==> src/rtl/pk_fault_gate.sv <==
module pk_fault_gate #(
  parameter int VEC_W = 8
) (
  input  logic             clk,
  input  logic             rst_n,
  input  logic             req_valid,
  input  logic [7:0]       op_lead,
  input  logic [7:0]       op_code,
  input  logic             pfx_present,
  input  logic [7:0]       pfx_byte,
  input  logic             cr_em,
  input  logic             cr_ts,
  input  logic             cr_ne,
  input  logic             fp_pending,
  input  logic             mf_stack,
  input  logic             mf_prot,
  input  logic             mf_page,
  input  logic             mf_misalign,
  input  logic             am_on,
  input  logic             cpl_user,
  input  logic             flt_ack,
  output logic             issue_en,
  output logic             flt_valid,
  output logic [VEC_W-1:0] flt_vec,
  output logic             fp_err_n
);

  localparam logic [VEC_W-1:0] V_UD    = VEC_W'(6);
  localparam logic [VEC_W-1:0] V_NM    = VEC_W'(7);
  localparam logic [VEC_W-1:0] V_SS    = VEC_W'(12);
  localparam logic [VEC_W-1:0] V_GP    = VEC_W'(13);
  localparam logic [VEC_W-1:0] V_PF    = VEC_W'(14);
  localparam logic [VEC_W-1:0] V_MF    = VEC_W'(16);
  localparam logic [VEC_W-1:0] V_AC    = VEC_W'(17);

  logic is_pk, is_fp, lock_hit;
  logic f_ud, f_nm, err_hit, f_mf, f_ac;
  logic any_fault, accept;
  logic [VEC_W-1:0] pick;

  assign is_pk    = (op_lead == 8'h0F) &&
                    (op_code inside {8'h77, 8'h6E, 8'h7E, 8'h6F, 8'h7F, 8'h6B, 8'h63});
  assign is_fp    = (op_lead[7:3] == 5'b11011);
  assign lock_hit = pfx_present && (pfx_byte == 8'hF0);

  assign f_ud    = is_pk && (cr_em || lock_hit);
  assign f_nm    = (is_pk || is_fp) && cr_ts;
  assign err_hit = is_pk && fp_pending;
  assign f_mf    = err_hit && cr_ne;
  assign f_ac    = mf_misalign && am_on && cpl_user;

  always_comb begin
    pick = '0;
    if (f_ud)                pick = V_UD;
    else if (f_nm)           pick = V_NM;
    else if (f_mf)           pick = V_MF;
    else if (is_pk) begin
      if (mf_stack)          pick = V_SS;
      else if (mf_prot)      pick = V_GP;
      else if (mf_page)      pick = V_PF;
      else if (f_ac)         pick = V_AC;
    end
  end

  assign any_fault = (pick != '0);
  assign accept    = req_valid && !flt_valid;

  always_ff @(posedge clk) begin
    if (!rst_n) begin
      issue_en  <= 1'b0;
      flt_valid <= 1'b0;
      flt_vec   <= '0;
    end else if (flt_valid) begin
      issue_en <= 1'b0;
      if (flt_ack) flt_valid <= 1'b0;
    end else begin
      issue_en <= accept && !any_fault;
      if (accept && any_fault) begin
        flt_valid <= 1'b1;
        flt_vec   <= pick;
      end
    end
  end

  always_ff @(posedge clk) begin
    if (!rst_n)                                fp_err_n <= 1'b1;
    else if (accept && err_hit && !f_ud && !f_nm) fp_err_n <= 1'b0;
    else if (!fp_pending)                      fp_err_n <= 1'b1;
  end

endmodule

==> config.mk <==
export PLATFORM = sky130hd
export DESIGN_NAME = pk_fault_gate
export DESIGN_NICKNAME = d
export VERILOG_FILES = /design/src/rtl/pk_fault_gate.sv
export SDC_FILE = /design/constraint.sdc
export NUM_CORES = 1
export LEC_CHECK = 0
export BUFFER_PORTS_ARGS = -buffer_cell sky130_fd_sc_hd__buf_2
export CAP_MARGIN = 25
export CORE_MARGIN = 1.5
export CORE_UTILIZATION = 25
export DETAILED_ROUTE_END_ITERATION = 8
export PLACE_DENSITY = 0.58
export SYNTH_ARGS = -nofsm -noshare
export SYNTH_HDL_FRONTEND = slang
export SYNTH_SLANG_ARGS = --single-unit
==> constraint.sdc <==
create_clock -name clk -period 1.7 [get_ports clk]
set_clock_uncertainty 0.15 [all_clocks]
set_input_delay 0.17 -clock clk [delete_from_list [all_inputs] [get_ports clk]]
set_output_delay 0.17 -clock clk [all_outputs]
set_load 0.02 [all_outputs]
# --- Word level (Yosys, flattened, before mapping) ---
# Index checks and enable logic that the tools add are counted.
totals:
  ff_bits: 11
  output_inout_bits: 11
  elab_cells: 54
classes:
  eq_ne: 11
  muxes: 13
  bitwise_logic: 2
  reduce_logical: 24
op_table:
  columns: ["op", "n"]
  rows:
  - ["8-bit by 7-bit == test with 1-bit output (second input constant)", 7]
  - ["5-bit two-way mux", 8]
  - ["1-bit logical AND", 14]
  - ["8-bit by 4-bit == test with 1-bit output (second input constant)", 1]
  - ["8-bit == test (second input constant)", 1]
  - ["8-bit nonzero test", 1]
  - ["7-bit nonzero test", 1]
  - ["5-bit == test (second input constant)", 1]
  - ["1-bit two-way mux", 5]
  - ["1-bit zero test", 4]
  - ["1-bit logical OR", 2]
  - ["2-bit by 1-bit inequality test with 1-bit output (second input constant)", 1]
  - ["1-bit NOT", 2]
  - ["2-bit AND reduction", 1]
  - ["2-bit OR reduction", 1]

# --- Depth between registers and ports, before layout ---
logic_depth:
  depth_word: 14
  depth_mapped: 5
  mapped_depth_nobuf: 5

# --- Worst setup path after synthesis ---
# OpenSTA, ideal clock, no wires.
synth_timing:
  kind: "in2reg"
  start: "input port op_lead[4]"
  end: "register flt_vec[0]"
  setup_ns: 0.117
  t_arrival_ns: 1.642
  t_required_ns: 1.433
  path_slack_ns: -0.210
  cell_stages: 5
  n_path_buf: 0
  cell_sequence: "or4b_4 -> nor4_4 -> and2_2 -> o2111ai_1 -> a32o_1"
synth_between:
  elab_chain_len: 10
  word_cells_on_any_way: 15
synth_rtl:
  columns: ["element", "line_no", "text"]
  rows:
  - ["from (decl)", "7", "input logic [7:0] op_lead,"]
  - ["8-bit by 4-bit == test with 1-bit output", "41", "assign is_pk = (op_lead == 8'h0F) &&"]
  - ["1-bit logical AND", "41", null]
  - ["1-bit logical AND", "48", "assign err_hit = is_pk && fp_pending;"]
  - ["1-bit logical AND", "49", "assign f_mf = err_hit && cr_ne;"]
  - ["5-bit two-way mux", "56", "else if (f_mf) pick = V_MF;"]
  - ["5-bit two-way mux", "55", "else if (f_nm) pick = V_NM;"]
  - ["5-bit two-way mux *", "54", "if (f_ud) pick = V_UD;"]
  - ["8-bit nonzero test", "65", "assign any_fault = (pick != '0);"]
  - ["1-bit logical AND", "78", "if (accept && any_fault) begin"]
  - ["2-bit AND reduction (no source line)", null, null]
  - ["to (signal assigned)", "80", "flt_vec <= pick;"]
  - ["to (decl)", "24", "output logic [VEC_W-1:0] flt_vec,"]
# Mark *: on every way between the ends. The rest lies on a longest branch, timed or not.
# A chain may end at the register's enable or synchronous reset.

# --- Worst setup path after layout ---
layout_timing:
  start: "input port op_lead[4]"
  end: "register flt_vec[3]"
# The elaborated chain is that of the path after synthesis.

==> flow_summary.yaml <==
worst_setup_path:
  arrival_ns: 1.78
  max_stage_delay_ns: 0.53
  crit_type: "in -> reg"
  r2r_slack_ns: 0.40
  startpoint_type: "input pin"
  crit_chain: "buf_6 -> or4b_4 -> nor4_4 -> nand2_2 -> or4b_1 -> mux2i_1"
  cp-end-kind: "flip-flop"
  r2r_start: "flt_valid"
  required_ns: 1.73
  reg2reg_to: "flt_vec[1]"
  slowest_stage: "or4b_4"
  worstPathMaxFanout: 4
  r2r_cells: 3
floorplan:
  die-area_sq_mm: 0.00273
  die_w_um: 52.2
  rows: 17
  initial_core_util: 0.269
  io_pins: 50
  die_h_um: 52.2
  core_region_area_sq_mm: 0.00225
logic_synthesis:
  synthFlopType: "dfxtp_1"
  seq_area_frac_synth: 0.264
  synthArstFlopShare: 0
  synth_edf_count: 0
  yosysUniqueCellTypes: 40
  synth_seq_cells: 8
  synth_area_sq_um: 606
  avgSynthCellArea_sq_um: 8.30
  synth_warnings: 0
  synth_cells: 73
layout:
  nFillCells: 256
  final_common_cell: "buf_2"
  nets: 170
  area_growth_pct: 62.0
  mostFrequentLayoutCells: "buf_2, dfxtp_1, nand2_1, inv_1, buf_4"
  diodes: 0
  stdcell_count: 157
  drive_gt1_frac: 0.512
outcome:
  status: "complete, but fails checks"
  violations: "setup timing"
placed_design:
  port_buffers: 46
  placed_cells: 152
  dpl.hpwl_um: 1500
  finalWeightedCongestion: 0.763
power:
  internal_power_w: 0.000332
  clockPowerShare: 0.304
  switchingPower_w: 0.000118
  seqPwrFrac: 0.423
  peakVddDrop_mv: 0.416
  pwr_density_cell_mw_per_mm2: 459
  p_leak_nw: 0.493
  power_frac_comb: 0.273
  switching_share: 0.262
hold_path:
  worstHoldEndpoint: "flt_valid"
  min_from: "flt_ack"
  whs_path_depth: 3
  min_path_type: "in -> reg"
flow_run:
  maxCapViolCount: 0
clock_network:
  numCtsBuffers: 3
  clockRootBuffer: "clkbuf_4"
  path_clk_slew_ns: 0.05
  htreeDepth: 1
  clock_latency_ns: 0.24
  cts_tree: "done"
  clk_path_buf_depth: 2
  numClockSinks: 8
timing:
  final-hold-violation-count: 0
  finalCriticalPeriod_ns: 1.75
  fmax_mhz: 570
  rsz0062_at_grt: "true"
  layout_setup_ws_ns: -0.0538
  setup_violations: 3
  finalCritPeriodShare: 1.03
  hold_ws_ns: 0.0430
  drv_slew: 0
grt:
  grt_usage: 0.129
  grt_pass1_vias: 738
  grt.busiest_layer: "met2"
  use_met1: 0.130
  met2_usage: 0.249
  met3_usage: 0.0457
  grt_antenna_before_repair: 0
  grt_pass1_wl_um: 2640
  grt_max_degree: 8
  grt_overflow: 0
detailed_routing:
  drtAntennaViolNets: 0
  routed_wl_um: 1700
  drtIter0Drc: 9
  first_pass_iters: 4
  vias: 769
  wire_per_inst_um: 10.8
  vias_per_cell: 4.90
  drc: 0
-- final cells by class --
| cell class | count | area, sq um | share of cell area |
|---|---|---|---|
| clock buffer | 3 | 22.5 | 0.0230 |
| sequential | 8 | 160 | 0.163 |
| tap | 28 | 35.0 | 0.0357 |
| multi-input combinational | 58 | 434 | 0.443 |
| timing repair buffer | 54 | 307 | 0.312 |
| inverter | 6 | 22.5 | 0.0230 |
-- state kept, by name (all words and copies together), names as in the netlist --
signal and flops:
flt_vec 5, fp_err_n 1, flt_valid 1, issue_en 1
-- layer usage --
layer | wire, um | share of wire
met5 | 0 | 0
met2 | 927 | 0.54
met1 | 664 | 0.39
met4 | 0 | 0
met3 | 111 | 0.065
-- cells in the mapped netlist, drive strengths merged, types with 2 or more instances --
library cell  number  area (sq um)
mux2i              2          20.0
nand2b             3          18.8
a31oi              2          12.5
inv                6          22.5
dfxtp              8           160
nor2b              2          12.5
buf                3          22.5
nor3               2          10.0
nor4               2          27.5
nand4              3          18.8
or4b               2          23.8
a221oi             2          17.5
nand2              8          32.5
nor2               2          7.51
nand4b             2          17.5
nand3              3          15.0
-- power by group through the flow --
stage / logic, W / registers (W) / clock network [W]
finish: 0.000123 / 0.000190 / 0.000137
global route: 0.000136 / 0.000190 / 0.000165
CTS: 0.000121 / 0.000190 / 0.000141
detailed placement: 0.000114 / 0.000194 / 0
global placement: 0.000112 / 0.000194 / 0
floorplan: 0.0000516 / 0.000197 / 0
-- critical path: cells and delay by family --
family / cells / cell delay [ns]
and+or+nand+nor: 4 / 1.39
muxes: 1 / 0.12
buffers and inverters: 1 / 0.09
-- how the worst max path moves through the flow --
stage / startpoint / to / slack [ns] / cells past startpoint
final: op_lead[4] / flt_vec[3] / -0.05 / 6
after global routing: op_lead[4] / flt_vec[1] / -0.08 / 6
after CTS: op_lead[4] / flt_vec[3] / -0.06 / 6
after detailed placement: op_lead[4] / flt_vec[3] / -0.32 / 6
after global placement: op_lead[4] / flt_vec[3] / -0.31 / 6
after floorplan: op_lead[4] / flt_vec[3] / -0.15 / 5
-- kinds of logic after synthesis --
family / Yosys count / synth area share
and+or+nand+nor: 33 / 0.351
AOI/OAI and AO/OA: 19 / 0.256
buffers and inverters: 9 / 0.0744
DFF: 8 / 0.264
muxes: 2 / 0.0331
xor gates and xnor gates: 1 / 0.0145
other: 1 / 0.00619
-- repair_timing --
| item | CTS | global route |
|---|---|---|
| pin swaps | 2 | 0 |
| gates resized for setup | 4 | 3 |
| setup endpoints to repair | 4 | 6 |
| endpoints found under the hold margin | 1 | 0 |
| setup buffers | 1 | 0 |
| hold buffers | 1 | 0 |
-- stage by stage --
step / util / setup slack (ns) / power (W) / TNS (ns) / cell area (sq um)
after floorplan: - / -0.153 / 0.000248 / -0.407 / 619
after global placement: 0.402 / -0.306 / 0.000306 / -1.91 / 907
after detailed placement: 0.402 / -0.320 / 0.000308 / -2.06 / 907
after CTS: 0.430 / -0.0586 / 0.000453 / -0.0822 / 970
after global routing: 0.435 / -0.0756 / 0.000491 / -0.226 / 981
final: 0.435 / -0.0538 / 0.000450 / -0.0758 / 981
Note: power is estimated with default switching activity, not from simulation.
